$ cat config.mk
export PLATFORM = sky130hd
export DESIGN_NAME = pixel_serializer
export DESIGN_NICKNAME = d
export VERILOG_FILES = /design/src/rtl/pser_pkg.sv /design/src/rtl/pser_lfsr.sv /design/src/rtl/pser_balance.sv /design/src/rtl/pser_ctrl.sv /design/src/rtl/pser_shift.sv /design/src/rtl/pixel_serializer.sv
export SDC_FILE = /design/constraint.sdc
export NUM_CORES = 1
export LEC_CHECK = 0
export BUFFER_PORTS_ARGS = -buffer_cell sky130_fd_sc_hd__buf_2
export CORE_UTILIZATION = 60
export DETAILED_ROUTE_END_ITERATION = 16
export PLACE_DENSITY = 0.8
export SYNTH_ARGS = -nofsm -noshare
export SYNTH_HDL_FRONTEND = slang
export SYNTH_SLANG_ARGS = --single-unit
$ cat constraint.sdc
create_clock -name clk_i -period 9.6 [get_ports clk_i]
set_input_delay 0 -clock clk_i [delete_from_list [all_inputs] [get_ports clk_i]]
set_output_delay 0 -clock clk_i [all_outputs]
set_load 0.005 [all_outputs]
$ cat src/rtl/pser_pkg.sv
package pser_pkg;
  localparam logic [15:0] LFSR_SEED_DEF = 16'hACE1;
  localparam logic [15:0] LFSR_TAPS_DEF = 16'h801C; // x^16+x^5+x^4+x^3+1
  localparam int unsigned N_PHASE = 6;

  typedef enum logic [2:0] {
    PH_DE   = 3'd0,
    PH_PAR0 = 3'd1,
    PH_HS   = 3'd2,
    PH_PAR1 = 3'd3,
    PH_VS   = 3'd4,
    PH_PAR2 = 3'd5
  } dca_phase_e;
endpackage

$ cat src/rtl/pser_lfsr.sv
module pser_lfsr #(
  parameter int unsigned     W    = 16,
  parameter logic [W-1:0]    SEED = 16'hACE1,
  parameter logic [W-1:0]    TAPS = 16'h801C
) (
  input  logic         clk_i,
  input  logic         rst_ni,
  input  logic         clr_i,
  input  logic         adv_i,
  output logic [W-1:0] state_o
);
  logic [W-1:0] state_q;
  logic         fb;

  assign fb      = ^(state_q & TAPS);
  assign state_o = state_q;

  always_ff @(posedge clk_i or negedge rst_ni) begin
    if (!rst_ni)    state_q <= SEED;
    else if (clr_i) state_q <= SEED;
    else if (adv_i) state_q <= {state_q[W-2:0], fb};
  end

  a_r3_lfsr_nonzero: assert property (@(posedge clk_i) disable iff (!rst_ni)
    state_q != '0);
  a_r3_lfsr_hold: assert property (@(posedge clk_i) disable iff (!rst_ni)
    (!adv_i && !clr_i) |=> $stable(state_q));
endmodule

$ cat src/rtl/pser_balance.sv
module pser_balance #(
  parameter int unsigned PIX_W = 24,
  parameter int unsigned RD_W  = 7
) (
  input  logic                   clk_i,
  input  logic                   rst_ni,
  input  logic                   clr_i,
  input  logic                   load_i,
  input  logic [PIX_W-1:0]       scr_i,
  output logic [PIX_W-1:0]       pay_o,
  output logic                   inv_o,
  output logic signed [RD_W-1:0] rd_o
);
  logic [RD_W-1:0]        ones;
  logic signed [RD_W-1:0] disp;
  logic signed [RD_W-1:0] rd_q, rd_d;

  always_comb begin
    ones = '0;
    for (int i = 0; i < PIX_W; i++) ones = ones + RD_W'(scr_i[i]);
  end

  assign disp  = $signed((ones << 1) - RD_W'(PIX_W));
  assign inv_o = (disp != 0) && (rd_q != 0) && (disp[RD_W-1] == rd_q[RD_W-1]);
  assign pay_o = inv_o ? ~scr_i : scr_i;
  assign rd_d  = inv_o ? (rd_q - disp) : (rd_q + disp);
  assign rd_o  = rd_q;

  always_ff @(posedge clk_i or negedge rst_ni) begin
    if (!rst_ni)     rd_q <= '0;
    else if (clr_i)  rd_q <= '0;
    else if (load_i) rd_q <= rd_d;
  end

  a_r6_rd_bound: assert property (@(posedge clk_i) disable iff (!rst_ni)
    (rd_q <= $signed(RD_W'(PIX_W))) && (rd_q >= -$signed(RD_W'(PIX_W))));
  a_r5_pull_down: assert property (@(posedge clk_i) disable iff (!rst_ni)
    (load_i && !clr_i && rd_q > 0 && disp > 0) |=> rd_q < $past(rd_q));
  a_r5_pull_up: assert property (@(posedge clk_i) disable iff (!rst_ni)
    (load_i && !clr_i && rd_q < 0 && disp < 0) |=> rd_q > $past(rd_q));
endmodule

$ cat src/rtl/pser_ctrl.sv
module pser_ctrl
  import pser_pkg::*;
#(
  parameter int unsigned PIX_W = 24
) (
  input  logic             clk_i,
  input  logic             rst_ni,
  input  logic             clr_i,
  input  logic             load_i,
  input  logic             vsync_i,
  input  logic             hsync_i,
  input  logic             de_i,
  input  logic [PIX_W-1:0] pay_i,
  output logic             dca_o
);
  dca_phase_e phase_q, phase_d;
  logic       par_q;

  always_comb begin
    case (phase_q)
      PH_DE:   dca_o = de_i;
      PH_HS:   dca_o = hsync_i;
      PH_VS:   dca_o = vsync_i;
      default: dca_o = par_q;
    endcase
    phase_d = (phase_q == PH_PAR2) ? PH_DE : dca_phase_e'(phase_q + 3'd1);
  end

  always_ff @(posedge clk_i or negedge rst_ni) begin
    if (!rst_ni) begin
      phase_q <= PH_DE;
      par_q   <= 1'b0;
    end else if (clr_i) begin
      phase_q <= PH_DE;
      par_q   <= 1'b0;
    end else if (load_i) begin
      phase_q <= phase_d;
      par_q   <= ^pay_i;
    end
  end

  a_r7_phase_range: assert property (@(posedge clk_i) disable iff (!rst_ni)
    32'(phase_q) < N_PHASE);
  a_r7_phase_hold: assert property (@(posedge clk_i) disable iff (!rst_ni)
    (!load_i && !clr_i) |=> $stable(phase_q) && $stable(par_q));
endmodule

$ cat src/rtl/pser_shift.sv
module pser_shift #(
  parameter int unsigned FRAME_W = 28
) (
  input  logic               clk_i,
  input  logic               rst_ni,
  input  logic               clr_i,
  input  logic               load_i,
  input  logic [FRAME_W-1:0] frame_i,
  output logic               ser_o
);
  logic [FRAME_W-1:0] sreg_q;

  always_ff @(posedge clk_i or negedge rst_ni) begin
    if (!rst_ni)     sreg_q <= '0;
    else if (clr_i)  sreg_q <= '0;
    else if (load_i) sreg_q <= frame_i;
    else             sreg_q <= {1'b0, sreg_q[FRAME_W-1:1]};
  end

  assign ser_o = sreg_q[0];

  a_r2_marker_first: assert property (@(posedge clk_i) disable iff (!rst_ni)
    (load_i && !clr_i) |=> ser_o);
  a_r8_pd_low: assert property (@(posedge clk_i) disable iff (!rst_ni)
    clr_i |=> !ser_o);
endmodule

$ cat src/rtl/pixel_serializer.sv
module pixel_serializer
  import pser_pkg::*;
#(
  parameter int unsigned          PIX_W     = 24,
  parameter int unsigned          LFSR_W    = 16,
  parameter logic [LFSR_W-1:0]    LFSR_SEED = LFSR_SEED_DEF,
  parameter logic [LFSR_W-1:0]    LFSR_TAPS = LFSR_TAPS_DEF
) (
  input  logic             clk_i,
  input  logic             rst_ni,
  input  logic             pd_i,
  input  logic             pix_stb_i,
  input  logic             mode18_i,
  input  logic [PIX_W-1:0] pix_data_i,
  input  logic             vsync_i,
  input  logic             hsync_i,
  input  logic             de_i,
  output logic             ser_o
);
  localparam int unsigned FRAME_W = PIX_W + 4;
  localparam int unsigned RD_W    = $clog2(PIX_W + 1) + 2;

  logic                   load;
  logic [LFSR_W-1:0]      lfsr;
  logic [PIX_W-1:0]       key, mask18, pix_m, scr, pay;
  logic                   inv, dca;
  logic signed [RD_W-1:0] rd;
  logic [FRAME_W-1:0]     frame;

  assign load = pix_stb_i & ~pd_i;

  for (genvar i = 0; i < PIX_W; i++) begin : g_bit
    assign key[i]    = lfsr[i % LFSR_W];
    assign mask18[i] = ((i % 8) >= 2); // drop two LSBs per channel
  end

  assign pix_m = mode18_i ? (pix_data_i & mask18) : pix_data_i;
  assign scr   = pix_m ^ key;
  assign frame = {1'b0, dca, inv, pay, 1'b1};

  pser_lfsr #(.W(LFSR_W), .SEED(LFSR_SEED), .TAPS(LFSR_TAPS)) lfsr_i (
    .clk_i, .rst_ni, .clr_i(pd_i), .adv_i(load), .state_o(lfsr)
  );

  pser_balance #(.PIX_W(PIX_W), .RD_W(RD_W)) bal_i (
    .clk_i, .rst_ni, .clr_i(pd_i), .load_i(load), .scr_i(scr),
    .pay_o(pay), .inv_o(inv), .rd_o(rd)
  );

  pser_ctrl #(.PIX_W(PIX_W)) ctrl_i (
    .clk_i, .rst_ni, .clr_i(pd_i), .load_i(load),
    .vsync_i, .hsync_i, .de_i, .pay_i(pay), .dca_o(dca)
  );

  pser_shift #(.FRAME_W(FRAME_W)) shift_i (
    .clk_i, .rst_ni, .clr_i(pd_i), .load_i(load), .frame_i(frame), .ser_o
  );

  a_r8_state_cleared: assert property (@(posedge clk_i) disable iff (!rst_ni)
    pd_i |=> (rd == 0) && (lfsr == LFSR_SEED));
endmodule

==> results of run 1 <==
==> what timing repair did <==
item | CTS | global route
resized for setup | 0 | 0
hold buffers | 1 | 0
endpoints found under the hold margin | 45 | 0
setup buffers | 0 | 0
==> cells by family after synthesis <==
family | count (synthesis) | synth area share (%)
buf+inv | 51 | 5.31
xor+xnor | 83 | 19.0
flops | 53 | 34.6
mux | 12 | 3.11
compound gates | 63 | 11.9
fa+ha+maj | 33 | 14.2
simple gates | 97 | 11.9
==> worst max-delay path, delay by kind of cell, from the launching register on <==
kind            cells  cell delay (ns)
compound gates      9             2.25
xor+xnor            2             0.56
fa+ha+maj          10             4.44
buf+inv             3             0.17
flops               1             0.59
simple gates        3             0.42
==> how the worst min path moves through the flow <==
stage,slack [ns],to,cells after the start
4_1_cts,0.11,shift_i.sreg_q[26]$_DFF_PN0_,5
3_3_place_gp,0.16,bal_i.rd_o[4]$_DFFE_PN0N_,2
2_1_floorplan,-0.30,bal_i.rd_o[1]$_DFFE_PN0N_,0
6_report,0.12,shift_i.sreg_q[26]$_DFF_PN0_,5
5_1_grt,0.18,shift_i.sreg_q[26]$_DFF_PN0_,5
3_5_place_dp,0.16,bal_i.rd_o[4]$_DFFE_PN0N_,2
==> cell usage after synthesis (all sizes together), types with 9 or more instances <==
library cell and number:
a21oi 9, dfrtp 45, ha 15, xnor2 59, nor2 56, inv 30
a211oi 29, mux2i 12, fa 18, xor2 24, nor2b 13, clkbuf 14
==> flip-flops by register name, indices dropped and copies added, names as in the netlist <==
name            flops
ctrl_i.phase_q      3
shift_i.sreg_q     27
lfsr_i.state_o     16
bal_i.rd_o          6
ctrl_i.par_q        1
==> cells in the final DEF (no fill, tap or decap), drive strengths merged, types with 3 or more instances in the layout <==
cell,instances
xnor2,59
nor2,56
dfrtp,45
buf,35
inv,31
a211oi,29
xor2,24
fa,18
ha,15
nor2b,13
mux2i,12
a21oi,9
nand2,8
a211o,8
dfstp,8
o21ai,8
nand2b,7
clkbuf,5
or2,3
nor3b,3
==> through the flow <==
stage	utilization, %	cell area [um^2]	setup WS, ns	hold WS (ns)
after floorplan	-	3860	1.95	-0.296
final	68.8	4170	1.10	0.116
after CTS	68.8	4170	1.16	0.109
after detailed placement	66.8	4050	1.23	0.164
after global placement	66.8	4050	1.56	0.160
after global routing	68.8	4170	0.603	0.176
==> routing by layer <==
layer / track usage [%] / vias up
li1: - / 1326
met1: 35.5 / 1278
met2: 41.9 / 57
met3: 3.96 / 11
met4: 8.42 / 0
met5: 0 / -
==> layout make-up <==
type	instances	area share, %
Clock buffer	5	1.65
Timing Repair Buffer	36	4.62
Multi-Input combinational cell	288	55.7
Inverter	30	2.70
Sequential cell	53	32.0
Tap cell	75	2.25
Clock inverter	3	1.05
==> results.json, run 1 <==
{
  "status": "completed",
  "ys_seq_elements": 53,
  "cp_max_fo": 14,
  "worst_path_most_repeated_cell": "fa_1",
  "critPathLaunchType": "flip-flop",
  "placeableCoreArea_mm2": 0.00606,
  "yosysWarnings": 0,
  "fill_cells": 468,
  "multi_input_area_mm2": 0.00232,
  "hold_viol_final": 0,
  "endpoint_kind": "flip-flop",
  "min_from": "hsync_i",
  "synth_edf_count": 0,
  "cts_buffer_depth": 2,
  "cts_tree": "done",
  "wl_per_cell_um": 15.7,
  "cp-endpoint": "bal_i.rd_o[6]$_DFFE_PN0N_",
  "drt-total-wl_um": 7690,
  "antenna_found_initial": 0,
  "synth-main-ff-cell": "dfrtp_1",
  "fin_setup_tns_ns": 0,
  "final_cells": 490,
  "ios": 33,
  "tightest_slew_ns": 0.984,
  "start_util_pct": 63.8,
  "cp_data_arrival_time_ns": 8.74,
  "synth_cells": 392,
  "period_minus_slack_ns": 8.50,
  "path_clk_slew_ns": 0.10,
  "crit_path_max_incr_delay_ns": 0.64,
  "fin_skew_ns": 0.00771,
  "period_share_pct": 88.6,
  "vias": 2672,
  "slew_headroom_pct": 34.4,
  "rrSetupSlack_ns": 1.10,
  "clock_sinks": 53,
  "regToRegStartpoint": "lfsr_i.state_o[0]$_DFFE_PN1N_",
  "area_growth_pct": 7.93,
  "die_w_um": 82.3,
  "synth_fp_nets": 457,
  "synth_top_area_share_pct": 29.1,
  "viasPerCell": 5.45,
  "highest_layer": "met4",
  "async_reset_ff_share_pct": 100,
  "place_inst": 481,
  "drive_gt1_share_pct": 14.0,
  "layout.nets": 479,
  "die_area_mm2": 0.00677,
  "max_freq_ghz": 0.118,
  "drcViolationCount": 0,
  "route.met3.wl_um": 304,
  "ys_seq_area_share_pct": 34.6,
  "drt-initial-drc-count": 140,
  "grt_use_total_pct": 25.8,
  "port_buffers": 32,
  "slowest_stage": "o31ai_4",
  "fp-row-count": 28,
  "firstDrtPassIters": 4,
  "critical_path_class": "reg -> reg",
  "synth_area_mm2": 0.00386,
  "hold_path.class": "in -> reg",
  "yosysUniqueCellTypes": 40,
  "slew_viol_final": 0,
  "drt-met1-wl_um": 3610,
  "syn_area_per_cell_um2": 9.86,
  "setup_viol": 0,
  "grt_pass1_vias": 2673,
  "startpoint": "lfsr_i.state_o[0]$_DFFE_PN1N_",
  "routabilityCongestion": 0.896,
  "dp_hpwl_um": 5720,
  "cts_buffers": 5,
  "reg2regPathDepth": 27,
  "r2r_end": "bal_i.rd_o[6]$_DFFE_PN0N_",
  "regArea_mm2": 0.00134,
  "htreeDepth": 2,
  "maxCapViolations": 0,
  "ant_nets": 0,
  "route.met2.wl_um": 3630,
  "grt_max_degree": 89,
  "cts-root-buf": "clkbuf_8",
  "netlist_top_cells_area": "dfrtp_1, xnor2_1, fa_1",
  "fp.dieH_um": 82.3,
  "grt_pass1_wl_um": 12900,
  "rsz0062_at_grt": "false",
  "clk_latency_ns": 0.31,
  "worstPathRequired_ns": 9.84,
  "diodes": 0,
  "overflow": 0,
  "synth_top_cell_by_area": "dfrtp_1"
}
Power of run 1 is not shown: default switching activity piles up to over one toggle a cycle in this logic, so the estimate is an artifact.
==> run 2, diff against run 1 <==
ABC_AREA = 1   (was not set)
==> run 2 against run 1 <==
Die area increased by 8.4%. First-iteration DRC count rose by 66%. Non-clock buffer count up 4. Fmax is 6.9% higher. Synthesized cell count up 56%. Utilization down 1.3 points. Global-route usage up 3.7 points. Hold slack worse by 0.050 ns. Clock skew increased by 0.0022 ns. Register-to-register slack improved by 0.55 ns. Via count is 44% higher. Final area rose by 10%.
==> results.json, run 2 <==
{
  "status": "completed",
  "layout_commonest_cell": "nand2_1",
  "worstPathRequired_ns": 9.82,
  "endpoint_kind": "flip-flop",
  "fin_setup_tns_ns": 0,
  "cp_data_arrival_time_ns": 8.17,
  "fp.dieH_um": 85.6,
  "ys_top_cells_by_count": "nand2_1, inv_1, nand3_1",
  "syn_area_per_cell_um2": 6.88,
  "slowest_stage": "dfstp_2",
  "path_clk_slew_ns": 0.10,
  "htreeDepth": 2,
  "clock_sinks": 53,
  "cts_buffer_depth": 2,
  "grt_pass1_wl_um": 17000,
  "period_share_pct": 82.8,
  "ios": 33,
  "min_from": "de_i",
  "layout_common_cells": "nand2_1, inv_1, nand3_1, dfrtp_1, buf_2",
  "cts_setup_buffers": 0,
  "cp_max_fo": 27,
  "die_w_um": 85.6,
  "synth_area_mm2": 0.00420,
  "grt_pass1_vias": 3809,
  "antenna_found_initial": 0,
  "yosysUniqueCellTypes": 35,
  "viasPerCell": 5.20,
  "synth_fp_nets": 675,
  "maxCapViolations": 0,
  "rsz0062_at_grt": "false",
  "area_growth_pct": 9.33,
  "top_register": "shift_i.sreg_q",
  "synth_top_area_share_pct": 26.8,
  "crit_path_max_incr_delay_ns": 0.57,
  "clk_latency_ns": 0.32,
  "setup_viol": 0,
  "drt-total-wl_um": 9870,
  "routabilityCongestion": 0.882,
  "die_area_mm2": 0.00734,
  "start_util_pct": 61.8,
  "hold_path.class": "in -> reg",
  "async_reset_ff_share_pct": 100,
  "startpoint": "lfsr_i.state_o[0]$_DFFE_PN1N_",
  "fp-row-count": 30,
  "dp_hpwl_um": 7350,
  "synth-main-ff-cell": "dfrtp_1",
  "placeableCoreArea_mm2": 0.00679,
  "ys_seq_elements": 53,
  "cts-root-buf": "clkbuf_8",
  "ys_seq_area_share_pct": 31.8,
  "slew_headroom_pct": 54.0,
  "netlist_top_cells_area": "dfrtp_1, nand2_1, fa_1",
  "synth_edf_count": 0,
  "yosysWarnings": 0,
  "yosysMostFrequentCell": "nand2_1",
  "port_buffers": 32,
  "hold_viol_final": 0,
  "grt_use_total_pct": 29.5,
  "largest_reg_flops": 27,
  "drive_gt1_share_pct": 10.1,
  "fin_skew_ns": 0.00988,
  "fill_cells": 598,
  "cts_buffers": 5,
  "diodes": 0,
  "regToRegStartpoint": "lfsr_i.state_o[0]$_DFFE_PN1N_",
  "utilization_pct": 67.6,
  "synth_top_cell_by_area": "dfrtp_1",
  "drcViolationCount": 0,
  "max_freq_ghz": 0.126,
  "ant_nets": 0,
  "multi_input_area_mm2": 0.00244,
  "tightest_slew_ns": 0.690,
  "synth_cells": 610,
  "drt-initial-drc-count": 232,
  "vias": 3851,
  "grt_max_degree": 54,
  "slew_viol_final": 0,
  "period_minus_slack_ns": 7.95,
  "layout.nets": 708,
  "wl_per_cell_um": 13.3,
  "critPathLaunchType": "flip-flop",
  "firstDrtPassIters": 4,
  "cts_tree": "done",
  "overflow": 0,
  "critical_path_class": "reg -> reg",
  "regArea_mm2": 0.00134
}
[run 2: routing by layer]
metal  GRT usage, %  vias to the layer above  part of all wire [%]  wire length [um]
met5              0                        -                     0                 0
met2           51.4                       86                    49              4820
li1               -                     1938                     -                 -
met3           4.33                       15                   4.6               459
met4           10.2                        0                   1.6               156
met1           37.7                     1812                    45              4440
[run 2: path summary, 6_finish.rpt]
check                                                     end  slack [ns]  cells after the start
worst min register to register   shift_i.sreg_q[19]$_DFF_PN0_        0.46                      2
worst max register to register      bal_i.rd_o[6]$_DFFE_PN0N_        1.65                     34
min in group asynchronous        shift_i.sreg_q[20]$_DFF_PN0_        0.32                      3
worst max-delay path                bal_i.rd_o[6]$_DFFE_PN0N_        1.65                     34
worst min-delay path             shift_i.sreg_q[26]$_DFF_PN0_        0.07                      5
max in group asynchronous       lfsr_i.state_o[3]$_DFFE_PN0N_        8.80                      3
[run 2: area by class of cell]
type	count	area share, %
Sequential cell	53	29.1
Clock inverter	3	0.954
Inverter	92	7.58
Tap cell	96	2.62
Timing Repair Buffer	40	5.02
Multi-Input combinational cell	451	53.2
Clock buffer	5	1.50
[run 2: critical path, delay by kind of cell (launching register included)]
kind | cells | cell delay, ns
fa+ha+maj | 10 | 4.39
simple gates | 13 | 1.15
xor+xnor | 3 | 0.68
buf+inv | 6 | 0.68
flops | 1 | 0.57
compound gates | 2 | 0.38
[run 2: kinds of logic after synthesis]
logic type	Yosys count	synth area share, %
simple gates	361	34.8
buf+inv	106	10.1
flops	53	31.8
compound gates	36	5.63
fa+ha+maj	33	13.1
xor+xnor	21	4.56
[run 2: timing repair]
action	CTS	global route
hold buffers	4	0
gates resized for setup	0	0
endpoints found under the hold margin	47	0
[run 2: stage by stage]
| stage | worst slack (ns) | std cells | cell area, um^2 | hold WS [ns] |
|---|---|---|---|---|
| after floorplan | 2.30 | 610 | 4200 | -0.296 |
| after global placement | 1.90 | 728 | 4440 | 0.148 |
| after detailed placement | 1.69 | 728 | 4440 | 0.180 |
| after CTS | 1.65 | 740 | 4590 | 0.0673 |
| after global routing | 1.20 | 740 | 4590 | 0.120 |
| final | 1.65 | 740 | 4590 | 0.0659 |
Power of run 2 is left out for the same reason.
